==> config.mk <==
export PLATFORM = sky130hd
export DESIGN_NAME = hdlc_tx_core
export DESIGN_NICKNAME = d
export VERILOG_FILES = /design/src/rtl/hdlc_tx_pkg.sv /design/src/rtl/hdlc_tx_fifo.sv /design/src/rtl/hdlc_tx_ser.sv /design/src/rtl/hdlc_tx_core.sv
export SDC_FILE = /design/constraint.sdc
export NUM_CORES = 1
export LEC_CHECK = 0
export ABC_AREA = 1
export BUFFER_PORTS_ARGS = -buffer_cell sky130_fd_sc_hd__buf_2
export CORE_MARGIN = 4
export CORE_UTILIZATION = 45
export DETAILED_ROUTE_END_ITERATION = 8
export PLACE_DENSITY = 0.58
export SLEW_MARGIN = 10
export SYNTH_ARGS = -nofsm -noshare
export SYNTH_HDL_FRONTEND = slang
export SYNTH_HIERARCHICAL = 1
export SYNTH_SLANG_ARGS = --single-unit
==> constraint.sdc <==
create_clock -name clk_i -period 3.45 [get_ports clk_i]
set_input_delay 0.5175 -clock clk_i [delete_from_list [all_inputs] [get_ports clk_i]]
set_output_delay 0.5175 -clock clk_i [all_outputs]
set_load 0.005 [all_outputs]
==> src/rtl/hdlc_tx_pkg.sv <==
package hdlc_tx_pkg;
  localparam int unsigned BYTE_W = 8;

  localparam logic [BYTE_W-1:0] FLAG_PAT  = 8'h7E;
  localparam logic [BYTE_W-1:0] ONES_PAT  = 8'hFF;
  localparam logic [BYTE_W-1:0] GA_PAT    = 8'h7F;

  typedef enum logic [1:0] {
    FILL_ONES  = 2'b00,
    FILL_FLAGS = 2'b01,
    FILL_XP    = 2'b10,
    FILL_GA    = 2'b11
  } fill_e;

  typedef enum logic [2:0] {
    K_OFF, K_FILL, K_FLAG, K_DATA, K_ABORT, K_XP
  } kind_e;

  typedef struct packed {
    logic              abort;
    logic              eop;
    logic [BYTE_W-1:0] data;
  } fifo_ent_t;
endpackage

==> src/rtl/hdlc_tx_fifo.sv <==
module hdlc_tx_fifo
  import hdlc_tx_pkg::*;
#(
  parameter int unsigned DEPTH = 8,
  localparam int unsigned AW = (DEPTH > 1) ? $clog2(DEPTH) : 1,
  localparam int unsigned CW = $clog2(DEPTH + 1)
) (
  input  logic          clk_i,
  input  logic          rst_ni,
  input  logic          push_i,
  input  fifo_ent_t     push_ent_i,
  input  logic          pop_i,
  output fifo_ent_t     head_o,
  output logic          empty_o,
  output logic          full_o,
  output logic [CW-1:0] count_o
);
  fifo_ent_t mem_q [DEPTH];
  logic [AW-1:0] wr_q, rd_q;
  logic [CW-1:0] cnt_q;
  logic do_push, do_pop;

  assign empty_o = (cnt_q == '0);
  assign full_o  = (cnt_q == CW'(DEPTH));
  assign do_push = push_i && !full_o;
  assign do_pop  = pop_i && !empty_o;
  assign head_o  = mem_q[rd_q];
  assign count_o = cnt_q;

  function automatic logic [AW-1:0] inc(input logic [AW-1:0] p);
    return (p == AW'(DEPTH - 1)) ? '0 : p + AW'(1);
  endfunction

  always_ff @(posedge clk_i) begin
    if (do_push) mem_q[wr_q] <= push_ent_i;
  end

  always_ff @(posedge clk_i or negedge rst_ni) begin
    if (!rst_ni) begin
      wr_q  <= '0;
      rd_q  <= '0;
      cnt_q <= '0;
    end else begin
      if (do_push) wr_q <= inc(wr_q);
      if (do_pop)  rd_q <= inc(rd_q);
      cnt_q <= cnt_q + CW'(do_push) - CW'(do_pop);
    end
  end
endmodule

==> src/rtl/hdlc_tx_ser.sv <==
module hdlc_tx_ser
  import hdlc_tx_pkg::*;
(
  input  logic       clk_i,
  input  logic       rst_ni,
  input  logic       bit_en_i,
  input  logic       tx_en_i,
  input  logic [1:0] fill_sel_i,
  input  fifo_ent_t  head_i,
  input  logic       empty_i,
  output logic       pop_o,
  output logic       ser_o,
  output logic       oe_o,
  output logic       xp_o,
  output logic       in_pkt_o
);
  logic [BYTE_W-1:0] pat_q, pat_n, cur_pat;
  logic [3:0]        left_q, left_n;
  kind_e             kind_q, kind_n, cur_kind;
  logic [2:0]        ones_q, ones_n;
  logic              in_pkt_q, in_pkt_n, last_q, last_n;
  logic              ser_q, ser_n, oe_q, oe_n;

  always_comb begin
    pat_n = pat_q;  left_n = left_q;  kind_n = kind_q;  ones_n = ones_q;
    in_pkt_n = in_pkt_q;  last_n = last_q;  ser_n = ser_q;  oe_n = oe_q;
    pop_o = 1'b0;  cur_pat = pat_q;  cur_kind = kind_q;
    if (bit_en_i) begin
      if (kind_q == K_XP && !tx_en_i) begin
        // transparent stop: drop the byte in flight
        kind_n = K_OFF;  left_n = '0;  oe_n = 1'b0;  ser_n = 1'b1;
      end else if (kind_q == K_DATA && ones_q == 3'd5) begin
        // stuffed zero, pattern not consumed
        ser_n = 1'b0;  oe_n = 1'b1;  ones_n = '0;
      end else begin
        if (left_q == '0) begin
          if (in_pkt_q) begin
            if (last_q) begin
              cur_pat = FLAG_PAT;  cur_kind = K_FLAG;  in_pkt_n = 1'b0;
            end else if (empty_i || head_i.abort) begin
              cur_pat = ONES_PAT;  cur_kind = K_ABORT;  in_pkt_n = 1'b0;
              pop_o = !empty_i;
            end else begin
              cur_pat = head_i.data;  cur_kind = K_DATA;  pop_o = 1'b1;
              last_n = head_i.eop;
            end
          end else if (!tx_en_i) begin
            cur_kind = K_OFF;
          end else if (fill_sel_i == FILL_XP) begin
            cur_kind = K_XP;
            cur_pat  = empty_i ? ONES_PAT : head_i.data;
            pop_o    = !empty_i;
          end else if (!empty_i) begin
            if (head_i.abort) begin
              cur_pat = ONES_PAT;  cur_kind = K_ABORT;  pop_o = 1'b1;
            end else begin
              cur_pat = FLAG_PAT;  cur_kind = K_FLAG;
              in_pkt_n = 1'b1;  last_n = 1'b0;
            end
          end else begin
            cur_kind = K_FILL;
            unique case (fill_sel_i)
              FILL_FLAGS: cur_pat = FLAG_PAT;
              FILL_GA:    cur_pat = GA_PAT;
              default:    cur_pat = ONES_PAT;
            endcase
          end
        end
        if (cur_kind == K_OFF) begin
          kind_n = K_OFF;  left_n = '0;  oe_n = 1'b0;  ser_n = 1'b1;  ones_n = '0;
        end else begin
          ser_n  = cur_pat[0];
          oe_n   = 1'b1;
          pat_n  = {1'b0, cur_pat[BYTE_W-1:1]};
          left_n = (left_q == '0) ? 4'(BYTE_W - 1) : left_q - 4'd1;
          kind_n = cur_kind;
          if (cur_kind == K_DATA) ones_n = cur_pat[0] ? ones_q + 3'd1 : '0;
          else                    ones_n = '0;
        end
      end
    end
  end

  always_ff @(posedge clk_i or negedge rst_ni) begin
    if (!rst_ni) begin
      pat_q <= '0;  left_q <= '0;  kind_q <= K_OFF;  ones_q <= '0;
      in_pkt_q <= 1'b0;  last_q <= 1'b0;  ser_q <= 1'b1;  oe_q <= 1'b0;
    end else begin
      pat_q <= pat_n;  left_q <= left_n;  kind_q <= kind_n;  ones_q <= ones_n;
      in_pkt_q <= in_pkt_n;  last_q <= last_n;  ser_q <= ser_n;  oe_q <= oe_n;
    end
  end

  assign ser_o    = ser_q;
  assign oe_o     = oe_q;
  assign xp_o     = (kind_q == K_XP);
  assign in_pkt_o = in_pkt_q;
endmodule

==> src/rtl/hdlc_tx_core.sv <==
module hdlc_tx_core
  import hdlc_tx_pkg::*;
#(
  parameter int unsigned FIFO_DEPTH = 8,
  localparam int unsigned CW = $clog2(FIFO_DEPTH + 1)
) (
  input  logic              clk_i,
  input  logic              rst_ni,
  input  logic              bit_en_i,
  input  logic              tx_en_i,
  input  logic [1:0]        fill_sel_i,
  input  logic              push_i,
  input  logic [BYTE_W-1:0] push_data_i,
  input  logic              eop_set_i,
  input  logic              abort_set_i,
  output logic              full_o,
  output logic              ser_o,
  output logic              ser_oe_o
);
  logic eop_pend_q, abort_pend_q, push_ok, pop, empty, in_pkt, xp_act;
  fifo_ent_t push_ent, head;
  logic [CW-1:0] fifo_cnt;

  assign push_ok  = push_i && !full_o;
  assign push_ent = '{abort: abort_pend_q | abort_set_i,
                      eop:   eop_pend_q | eop_set_i,
                      data:  push_data_i};

  // one-shot tag requests, consumed by the next accepted push
  always_ff @(posedge clk_i or negedge rst_ni) begin
    if (!rst_ni) begin
      eop_pend_q   <= 1'b0;
      abort_pend_q <= 1'b0;
    end else if (push_ok) begin
      eop_pend_q   <= 1'b0;
      abort_pend_q <= 1'b0;
    end else begin
      if (eop_set_i)   eop_pend_q   <= 1'b1;
      if (abort_set_i) abort_pend_q <= 1'b1;
    end
  end

  hdlc_tx_fifo #(.DEPTH(FIFO_DEPTH)) fifo_i (
    .clk_i, .rst_ni,
    .push_i(push_i), .push_ent_i(push_ent), .pop_i(pop),
    .head_o(head), .empty_o(empty), .full_o(full_o), .count_o(fifo_cnt)
  );

  hdlc_tx_ser ser_i (
    .clk_i, .rst_ni, .bit_en_i, .tx_en_i, .fill_sel_i,
    .head_i(head), .empty_i(empty), .pop_o(pop),
    .ser_o(ser_o), .oe_o(ser_oe_o), .xp_o(xp_act), .in_pkt_o(in_pkt)
  );
endmodule

==> PnR_summary.wiki, run 1 <==
{| class="wikitable"
! Metric !! Value
|-
| Clock latency on the worst-skew pair || 0.42 ns
|-
| Maximum number of pins on one net before global-route repair || 39
|-
| Htree depth || 4
|-
| Area inside the core boundary || 0.0122 mm^2
|-
| Tot GR Track Use || 0.173
|-
| YS warnings || 6
|-
| Average cell area after synthesis || 9.11 um^2
|-
| Number of hold buffers added after cts || 0
|-
| Nets || 684
|-
| Final-layout setup total negative slack || 0 ns
|-
| Top library cells by usage in the layout, fill and taps aside || nand2_1 (195), inv_1 (125), edfxtp_1 (80)
|-
| Cell with the largest stage delay on the worst path || dfrtp_1
|-
| Lkg Pwr || 3.13 nW
|-
| Buffers added on ports || 19
|-
| Final weighted congestion in routability-driven placement || 0.906
|-
| Post-Syn Area || 0.00564 mm^2
|-
| Clock tree root driver cell || clkbuf_16
|-
| Via count || 3,919
|-
| Detailed placer's ending HPWL || 7430 um
|-
| Tightest Pin Transition || 0.787 ns
|-
| Worst setup skew after layout || 0.00737 ns
|-
| Number of DRC violations after detailed routing || 0
|-
| Clock-pin slew reported for the worst setup and hold paths after clock tree synthesis || 0.06 ns
|-
| Remaining max-slew budget at the tightest pin || 0.476
|-
| Slew Limit Fails || 0
|-
| Number of nets with antenna violations after detailed routing || 0
|-
| Detail-routed via count per cell || 4.70
|-
| Cell count after synthesis || 619
|-
| Worst-case vdd ir drop || 0.662 mV
|-
| CTS sink cnt || 113
|-
| Placed cell area || 0.00589 mm^2
|-
| Final instance area || 0.00648 mm^2
|-
| Unrepaired setup endpoints after global routing || no
|-
| Per-cell routed wire length || 13.8 um
|-
| Share of final-layout standard cells stronger than drive strength 1 || 0.141
|-
| Critical path peak fanout || 5
|-
| Clock tree from TritonCTS || built
|-
| Antenna violations before repair || 0
|-
| Hold_ws || 0.183 ns
|-
| Effective utilization at floorplan || 0.464
|-
| Crit. End Element || flop
|-
| Detailed router's first-iteration violation count || 312
|-
| Routed wire length || 11,500 um
|-
| Most frequent cell on the critical path || inv_1
|-
| Final cycle utilization of the critical path || 0.814
|-
| First-pass detailed-route iteration total || 5
|-
| Cells along the critical path || inv_1 > ha_1 > nand2_1 > nor3_1 > nor2_2 > nand2_1 > inv_1 > o21ai_0 > a21oi_1 > nand2_1 > inv_1 > ha_1 > inv_1 > ha_1 > fa_1 > xor2_1
|-
| Setup crit start kind || flop
|-
| Filler cell count in the final layout || 1,092
|-
| Die Wd || 120 um
|-
| Via count of the first global-routing pass || 3,893
|-
| Path type of the worst setup path || flop to flop
|-
| Hold violation count in the final report || 0
|-
| Final cell utilization of the core || 0.533
|-
| Clock period minus worst slack || 2.81 ns
|-
| Chip height || 120 um
|-
| Remaining Overflow, GRT || 0
|-
| Global-route wire length before repair || 19,200 um
|-
| Required time of the worst setup path || 3.75 ns
|-
| Endpoint arrival time on the critical path || 3.10 ns
|-
| Most common cell after layout, fill and taps aside || nand2_1
|-
| Power Dens Cells || 871 mW/mm^2
|-
| Post-layout power || 0.00565 W
|-
| Area growth from synthesis to final layout || 14.9%
|-
| Number of antenna diodes || 0
|-
| Num CTS Buffers || 17
|-
| Register-to-register setup slack || 0.64 ns
|-
| Ports placed on the boundary || 20
|-
| Max-Cap Viols || 0
|-
| Final setup violation count || 0
|-
| Die footprint || 0.0144 mm^2
|-
| Syn Nets || 651
|-
| Gates resized, CTS repair || 0
|-
| Setup repair bufs after CTS || 0
|-
| Worst stage delay on the critical path || 0.40 ns
|-
| Clock Path Buffers || 2
|-
| Timing-limited maximum frequency || 356 MHz
|-
| Worst min-delay path category || input port to async pin
|-
| Worst reg-to-reg path cell count || 16
|-
| Outcome || finished clean
|-
| FP Rows || 40
|}
layout make-up:
type,instances,area (um^2),share of cell area
inverters,132,498,0.0768
flip-flops and latches,113,3230,0.498
clock inverters,15,169,0.0261
repair buffers,31,185,0.0286
well taps,168,210,0.0324
multi-input cells,357,1760,0.272
clock buffers,17,425,0.0656
critical path, delay by kind of cell, from the launching register on:
family	cells	cell delay [ns]
and+or+nand+nor	5	0.75
AOI/OAI and AO/OA	2	0.13
buffers and inverters	4	0.27
adders and majority gates	4	1.00
DFF	1	0.40
xor gates and xnor gates	1	0.15
stage by stage:
step                      cells  worst slack [ns]
after floorplan             619             0.903
after global placement      801             0.722
after detailed placement    801             0.618
after CTS                   833             0.634
after global routing        833             0.425
final                       833             0.642
flip-flops by register name, summed over array words and instances (netlist names):
register,flops
fifo_i/wr_q,3
fifo_i/count_o,4
abort_pend_q,1
ser_i/pat_q,7
ser_i/ones_q,3
fifo_i/rd_q,3
fifo_i/mem_q,80
ser_i/kind_q,3
ser_i/ser_o,1
ser_i/in_pkt_o,1
ser_i/oe_o,1
eop_pend_q,1
ser_i/last_q,1
ser_i/left_q,4
path summary, 6_finish.rpt:
check | endpoint | start
min in group clk_i | abort_pend_q$_DFFE_PN0P_ | abort_set_i
max in group asynchronous | fifo_i/count_o[3]$_DFF_PN0_ | rst_ni
worst max register to register | fifo_i/count_o[2]$_DFF_PN0_ | ser_i/ones_q[1]$_DFFE_PN0P_
worst min-delay path | ser_i/pat_q[4]$_DFFE_PN0P_ | rst_ni
worst min register to register | ser_i/oe_o$_DFFE_PN0P_ | ser_i/oe_o$_DFFE_PN0P_
worst max-delay path | fifo_i/count_o[2]$_DFF_PN0_ | ser_i/ones_q[1]$_DFFE_PN0P_
metal layers:
layer | GRT usage | part of all wire
met5 | 0 | 0
met1 | 0.225 | 0.46
met3 | 0.0561 | 0.044
met4 | 0.0594 | 0.013
met2 | 0.272 | 0.48
report_power, final:
group	leakage, nW	internal [W]	switching [W]	total, W
Sequential	1.14	0.00176	0.000153	0.00191
Combinational	1.72	0.000660	0.00131	0.00197
Clock	0.279	0.00108	0.000679	0.00176
Power figures use the tool's default switching activity.
==> run 2, diff against run 1 <==
- PLACE_DENSITY: 0.58 -> 0.6
- clock period: 3.45 -> 2.4 ns (I/O delays scaled with it)
==> run 2 against run 1 <==
Effect of this change:
- the run now ends with negative setup slack left
- final area grew 3.0%
- clock skew grew 0.0047 ns
- global-route usage grew 0.94 points
- sequential cell count is the same
- critical path depth is the same
- final cell count grew 2.4%
- sequential power grew 45%
- clock-buffer cell count grew 1
- total power grew 46%
- die area is the same
- maximum frequency grew 15%
- combinational power grew 58%
- critical endpoint unchanged
- largest power group unchanged
==> PnR_summary.wiki, run 2 (same netlist as run 1, synthesis figures left out) <==
{| class="wikitable"
! Metric !! Value
|-
| Outcome || finished with violations
|-
| Failing checks || negative setup slack
|-
| Clock period minus worst slack || 2.44 ns (-0.368 ns)
|-
| Post-layout power || 0.00822 W (+46%)
|-
| Clock Path Buffers || 2 (unchanged)
|-
| Htree depth || 4 (unchanged)
|-
| Clock tree from TritonCTS || built
|-
| Per-cell routed wire length || 14.2 um (+2.9%)
|-
| Via count || 4,083 (+4.2%)
|-
| Area inside the core boundary || 0.0122 mm^2 (unchanged)
|-
| Chip height || 120 um (unchanged)
|-
| GR Util met1 || 0.213 (-0.0117)
|-
| Worst-case vdd ir drop || 0.635 mV (-4.1%)
|-
| Global-route wire length before repair || 20,200 um (+5.3%)
|-
| Lkg Pwr || 3.22 nW (+2.8%)
|-
| Met2 track demand over resource in global routing || 0.318 (+0.0460)
|-
| Maximum number of pins on one net before global-route repair || 37 (-5.1%)
|-
| Filler cell count in the final layout || 1,087 (-0.46%)
|-
| Most frequent cell on the critical path || inv_2
|-
| Hold_ws || 0.0319 ns (-0.151 ns)
|-
| Area growth from synthesis to final layout || 18.4%
|-
| Number of antenna diodes || 0 (unchanged)
|-
| Final weighted congestion in routability-driven placement || 0.911 (+0.60%)
|-
| Detailed router's first-iteration violation count || 218 (-30%)
|-
| Timing-limited maximum frequency || 410 MHz (+15%)
|-
| Tot GR Track Use || 0.182 (+0.00945)
|-
| Required time of the worst setup path || 2.69 ns (-1.06 ns)
|-
| # placed instances || 821 (+2.5%)
|-
| Cell with the largest stage delay on the worst path || dfrtp_1
|-
| Cells along the critical path || inv_1 > ha_2 > nand2_2 > nor3_2 > nor2_2 > nand2_1 > inv_2 > o21ai_2 > a21oi_2 > nand2_1 > inv_2 > ha_4 > inv_2 > ha_4 > fa_2 > xor2_1
|-
| CTS sink cnt || 113 (unchanged)
|-
| Tightest Pin Transition || 0.788 ns (+0.00175 ns)
|-
| Nets || 706 (+3.2%)
|-
| Top library cells by usage in the layout, fill and taps aside || nand2_1 (185), inv_1 (121), edfxtp_1 (80)
|-
| Post-layout instance count excluding filler cells || 853 (+2.4%)
|-
| Worst setup skew after layout || 0.0120 ns (+0.00467 ns)
|-
| Num CTS Buffers || 17 (unchanged)
|-
| Endpoint arrival time on the critical path || 2.73 ns (-0.37 ns)
|-
| Clock latency on the worst-skew pair || 0.41 ns (about the same)
|-
| Remaining max-slew budget at the tightest pin || 0.474 (-0.00117)
|-
| Worst min-delay path category || input port to async pin
|-
| Die footprint || 0.0144 mm^2 (unchanged)
|-
| Pre-CTS setup slack || -0.0701 ns (-0.688 ns)
|-
| Worst stage delay on the critical path || 0.39 ns (about the same)
|-
| Final setup violation count || 2 (+2)
|-
| Flip-flop count of the largest register after layout || 80 (unchanged)
|-
| Clock tree root driver cell || clkbuf_16
|-
| Final Worst Setup Slack || -0.0393 ns (-0.682 ns)
|-
| Largest registers || fifo_i/mem_q: 80 flops, ser_i/pat_q: 7 flops
|-
| Clock-pin slew reported for the worst setup and hold paths after clock tree synthesis || 0.05 ns (about the same)
|-
| Slew Limit Fails || 0 (unchanged)
|-
| Unrepaired setup endpoints after global routing || yes
|-
| Most common cell after layout, fill and taps aside || nand2_1
|-
| Hold violation count in the final report || 0 (unchanged)
|-
| Ports placed on the boundary || 20 (unchanged)
|-
| Antenna violations before repair || 0 (unchanged)
|-
| Die Wd || 120 um (unchanged)
|-
| Detail-routed via count per cell || 4.79 (+1.7%)
|-
| Number of nets with antenna violations after detailed routing || 0 (unchanged)
|-
| Via count of the first global-routing pass || 4,078 (+4.8%)
|-
| Crit. End Element || flop
|-
| Met3 demand-to-capacity share in global routing || 0.0528 (-0.00330)
|-
| Top register by number of flip-flops || fifo_i/mem_q
|-
| Buffers added on ports || 19 (unchanged)
|-
| FP Rows || 40 (unchanged)
|-
| Routed wire length || 12,100 um (+5.3%)
|-
| Share of final-layout standard cells stronger than drive strength 1 || 0.196 (+0.0543)
|-
| Effective utilization at floorplan || 0.464 (unchanged)
|-
| Detailed placer's ending HPWL || 8010 um (+7.8%)
|-
| Final-layout setup total negative slack || -0.0609 ns (-0.0609 ns)
|-
| Path type of the worst setup path || flop to flop
|-
| Max-Cap Viols || 0 (unchanged)
|-
| Setup crit start kind || flop
|-
| Critical path peak fanout || 3 (-2)
|-
| Most Used Layer, Global Route || met2
|-
| Final cycle utilization of the critical path || 1.02 (+0.203)
|-
| Remaining Overflow, GRT || 0 (unchanged)
|-
| Power Dens Cells || 1230 mW/mm^2 (+41%)
|-
| Number of DRC violations after detailed routing || 0 (unchanged)
|-
| First-pass detailed-route iteration total || 4 (-1)
|}
run 2: area by class of cell:
cell class	count	area, um^2	area share
Tap cell	168	210	0.0315
Clock buffer	18	429	0.0643
Multi-Input combinational cell	357	1840	0.275
Inverter	132	500	0.0749
Clock inverter	12	120	0.0180
Timing Repair Buffer	53	350	0.0525
Sequential cell	113	3230	0.484
run 2: repair_timing:
action                     CTS  global route
resized for setup            2            19
hold buffers                 0             0
pin swaps                    2            11
setup endpoints to repair    2             3
buffers inserted             0             2
run 2: report_power, final:
part	total (W)	switching (W)	internal [W]
clock network	0.00234	0.000845	0.00150
logic	0.00311	0.00199	0.00112
registers	0.00277	0.000229	0.00254
total	0.00822	0.00307	0.00516
run 2: routing by layer:
metal  share of wire  wire, um  up-vias
li1                -         -     2064
met1            0.43      5200     1934
met2            0.52      6280       75
met3           0.043       518       10
met4           0.011       130        0
met5               0         0        -
run 2: metrics by stage:
stage | instance area (um^2) | util
6_report | 6680 | 0.549
5_1_grt | 6680 | 0.549
4_1_cts | 6610 | 0.543
3_5_place_dp | 6050 | 0.498
3_3_place_gp | 6050 | 0.498
2_1_floorplan | 5670 | -
run 2: final timing paths:
| check | from | end | slack, ns | cells after the start |
|---|---|---|---|---|
| max in group asynchronous | rst_ni | fifo_i/rd_q[0]$_DFFE_PN0P_ | 1.82 | 1 |
| min reg2reg | ser_i/oe_o$_DFFE_PN0P_ | ser_i/oe_o$_DFFE_PN0P_ | 0.48 | 2 |
| min | rst_ni | ser_i/pat_q[4]$_DFFE_PN0P_ | 0.03 | 1 |
| max | ser_i/ones_q[1]$_DFFE_PN0P_ | fifo_i/count_o[2]$_DFF_PN0_ | -0.04 | 16 |
| max reg2reg | ser_i/ones_q[1]$_DFFE_PN0P_ | fifo_i/count_o[2]$_DFF_PN0_ | -0.04 | 16 |
| min in group clk_i | push_i | fifo_i/wr_q[2]$_DFFE_PN0P_ | 0.22 | 3 |
run 2: worst max-delay path: cells and delay by family, from the launching register on:
kind	cells	cell delay, ns
adders and majority gates	4	0.96
AOI/OAI and AO/OA	2	0.10
buffers and inverters	4	0.21
xor gates and xnor gates	1	0.15
and+or+nand+nor	5	0.50
DFF	1	0.39
==> run 3, diff against run 2 <==
- CELL_PAD_IN_SITES_DETAIL_PLACEMENT: default -> 2
- CELL_PAD_IN_SITES_GLOBAL_PLACEMENT: default -> 2
- CORE_UTILIZATION: 45 -> 35
- PLACE_DENSITY: 0.6 -> default
- PLACE_DENSITY_LB_ADDON: default -> 0.1
==> run 3 against run 2 <==
Effect of this change:
- the run still ends with negative setup slack left
- utilization is 11 points lower
- final area is 3.1% higher
- total power rose by 6.4%
- clock power increased by 6%
- largest power group unchanged
==> PnR_summary.wiki, run 3 (same netlist as run 1, synthesis figures left out) <==
{| class="wikitable"
! Metric !! Value
|-
| Tightest Pin Transition || 0.816 ns (+0.0276 ns)
|-
| Filler cell count in the final layout || 1,733 (+59%)
|-
| Number of antenna diodes || 0 (unchanged)
|-
| Final cycle utilization of the critical path || 1.03 (+0.0100)
|-
| Area growth from synthesis to final layout || 22.1%
|-
| Path type of the worst setup path || flop to flop
|-
| Share of final-layout standard cells stronger than drive strength 1 || 0.223 (+0.0272)
|-
| FP Rows || 46 (+15%)
|-
| Via count || 4,359 (+6.8%)
|-
| Detailed placer's ending HPWL || 10,900 um (+37%)
|-
| Final instance area || 0.00688 mm^2 (+3.1%)
|-
| Register-to-register setup slack || -0.06 ns (-0.02 ns)
|-
| Detailed router's first-iteration violation count || 136 (-38%)
|-
| Per-cell routed wire length || 17.6 um (+24%)
|-
| Clock-pin slew reported for the worst setup and hold paths after clock tree synthesis || 0.06 ns (about the same)
|-
| Top library cells by usage in the layout, fill and taps aside || nand2_1 (182), inv_1 (119), edfxtp_1 (80)
|-
| Clock period minus worst slack || 2.46 ns (+0.0241 ns)
|-
| Clk network pwr share || 0.283 (-0.002)
|-
| Proportion of power drawn by flip-flops and latches || 0.318 (-0.018)
|-
| Detail-routed via count per cell || 4.76 (-0.58%)
|-
| Hold_ws || 0.0342 ns (+0.00234 ns)
|-
| Die Wd || 135 um (+12%)
|-
| Placed cell area || 0.00616 mm^2 (+1.7%)
|-
| Routed wire length || 16,100 um (+33%)
|-
| Clock tree root driver cell || clkbuf_16
|-
| CTS sink cnt || 113 (unchanged)
|-
| Power Dens Cells || 1270 mW/mm^2 (+3.2%)
|-
| Die footprint || 0.0182 mm^2 (+27%)
|-
| Lkg Pwr || 3.30 nW (+2.3%)
|-
| Worst setup skew after layout || 0.0187 ns (+0.00664 ns)
|-
| Clock Path Buffers || 2 (unchanged)
|-
| Num CTS Buffers || 17 (unchanged)
|-
| Ports placed on the boundary || 20 (unchanged)
|-
| Critical path peak fanout || 8 (+5)
|-
| Slew Limit Fails || 0 (unchanged)
|-
| Htree depth || 4 (unchanged)
|-
| Effective utilization at floorplan || 0.356 (-0.107)
|-
| Required time of the worst setup path || 2.68 ns (about the same)
|-
| Remaining max-slew budget at the tightest pin || 0.456 (-0.0184)
|-
| Pre-CTS setup slack || -0.154 ns (-0.0834 ns)
|-
| First-pass detailed-route iteration total || 4 (unchanged)
|-
| R2r endpoint || fifo_i/count_o[1]$_DFF_PN0_
|-
| Tot GR Track Use || 0.187 (+0.00508)
|-
| Number of DRC violations after detailed routing || 0 (unchanged)
|-
| Flip-flop count of the largest register after layout || 80 (unchanged)
|-
| Proportion of total power due to net switching || 0.394 (+0.0207)
|-
| Final setup violation count || 2 (unchanged)
|-
| Clock latency on the worst-skew pair || 0.42 ns (about the same)
|-
| Startpoint of the worst register-to-register path || fifo_i/rd_q[0]$_DFFE_PN0P_
|-
| Worst-case vdd ir drop || 0.670 mV (+5.5%)
|-
| Worst reg-to-reg path cell count || 16 (unchanged)
|-
| Final Worst Setup Slack || -0.0634 ns (-0.0241 ns)
|-
| Outcome || finished with violations
|-
| Net Sw Power || 0.00344 W (+12%)
|-
| Endpoint arrival time on the critical path || 2.74 ns (about the same)
|-
| Failing checks || negative setup slack
|-
| Max-Cap Viols || 0 (unchanged)
|-
| Chip height || 135 um (+12%)
|-
| Number of nets with antenna violations after detailed routing || 0 (unchanged)
|-
| Final weighted congestion in routability-driven placement || 0.830 (-9.0%)
|-
| Setup crit start kind || flop
|-
| Area inside the core boundary || 0.0158 mm^2 (+30%)
|-
| Nets || 719 (+1.8%)
|-
| Timing-limited maximum frequency || 406 MHz (-0.98%)
|-
| Antenna violations before repair || 0 (unchanged)
|-
| Clock tree from TritonCTS || built
|-
| Buffers added on ports || 19 (unchanged)
|-
| Worst min-delay path category || input port to async pin
|-
| Remaining Overflow, GRT || 0 (unchanged)
|-
| Crit. End Element || flop
|-
| Unrepaired setup endpoints after global routing || yes
|-
| Via count of the first global-routing pass || 4,939 (+21%)
|-
| Global-route wire length before repair || 26,100 um (+30%)
|-
| Power share of the combinational group || 0.399 (+0.020)
|-
| Cell Int Power || 0.00531 W (+2.9%)
|-
| Hold violation count in the final report || 0 (unchanged)
|-
| Largest registers || fifo_i/mem_q: 80 flops, ser_i/pat_q: 7 flops
|-
| Most common cell after layout, fill and taps aside || nand2_1
|-
| Final cell utilization of the core || 0.435 (-0.114)
|-
| Maximum number of pins on one net before global-route repair || 34 (-8.1%)
|-
| Top register by number of flip-flops || fifo_i/mem_q
|-
| Launching element of the worst setup path || fifo_i/rd_q[0]$_DFFE_PN0P_
|}
-- run 3: worst max path at each step --
stage	end	slack [ns]	cells after the start
after floorplan	fifo_i/count_o[1]$_DFF_PN0_	-0.06	17
after global placement	fifo_i/count_o[1]$_DFF_PN0_	-0.05	14
after detailed placement	fifo_i/count_o[1]$_DFF_PN0_	-0.15	14
after CTS	fifo_i/count_o[1]$_DFF_PN0_	0.01	16
after global routing	fifo_i/count_o[2]$_DFF_PN0_	-0.18	17
final	fifo_i/count_o[1]$_DFF_PN0_	-0.06	16
-- run 3: critical path, stage by stage, from the launching register on --
cell and delay, ns:
dfrtp_2 0.46, clkinv_4 0.12, nand2_4 0.08, nand3_2 0.07, nand2_1 0.08, nand2_1 0.06
nand2_2 0.10, nand2_2 0.07, nand2_2 0.08, nand2_2 0.07, a21oi_2 0.16, nand2_2 0.09
inv_2 0.08, ha_4 0.20, inv_2 0.06, ha_4 0.12, fa_2 0.42
-- run 3: stage by stage --
stage | TNS (ns) | power (W) | instances
6_report | -0.123 | 0.00875 | 916
5_1_grt | -0.528 | 0.00940 | 916
4_1_cts | 0 | 0.00877 | 912
3_5_place_dp | -0.263 | 0.00612 | 875
3_3_place_gp | -0.0523 | 0.00591 | 875
2_1_floorplan | -0.109 | 0.00506 | 619
-- run 3: final cells by class --
type,instances,area (um^2),area share
Clock buffer,17,425,0.0618
Clock inverter,15,158,0.0229
Inverter,132,500,0.0727
Multi-Input combinational cell,357,1850,0.269
Sequential cell,113,3230,0.469
Tap cell,216,270,0.0393
Timing Repair Buffer,66,448,0.0651
-- run 3: what timing repair did --
action	CTS	global route
pin swaps	6	2
gates resized for setup	17	10
gates cloned	0	0
setup endpoints to repair	3	3
hold buffers	0	0
setup buffers	5	4
-- run 3: power by group through the flow --
stage                     Sequential [W]  Clock (W)  Combinational (W)
after floorplan                  0.00272          0            0.00234
after global placement           0.00278          0            0.00313
after detailed placement         0.00281          0            0.00331
after CTS                        0.00278    0.00255            0.00345
after global routing             0.00283    0.00264            0.00393
final                            0.00278    0.00248            0.00349
-- run 3: per-layer routing --
layer / vias to the layer above / part of all wire / wire (um) / track usage
met2: 43 / 0.53 / 8610 / 0.339
met5: - / 0 / 0 / 0
li1: 2083 / - / - / -
met3: 15 / 0.016 / 264 / 0.0376
met1: 2218 / 0.44 / 7080 / 0.227
met4: 0 / 0.012 / 199 / 0.0510
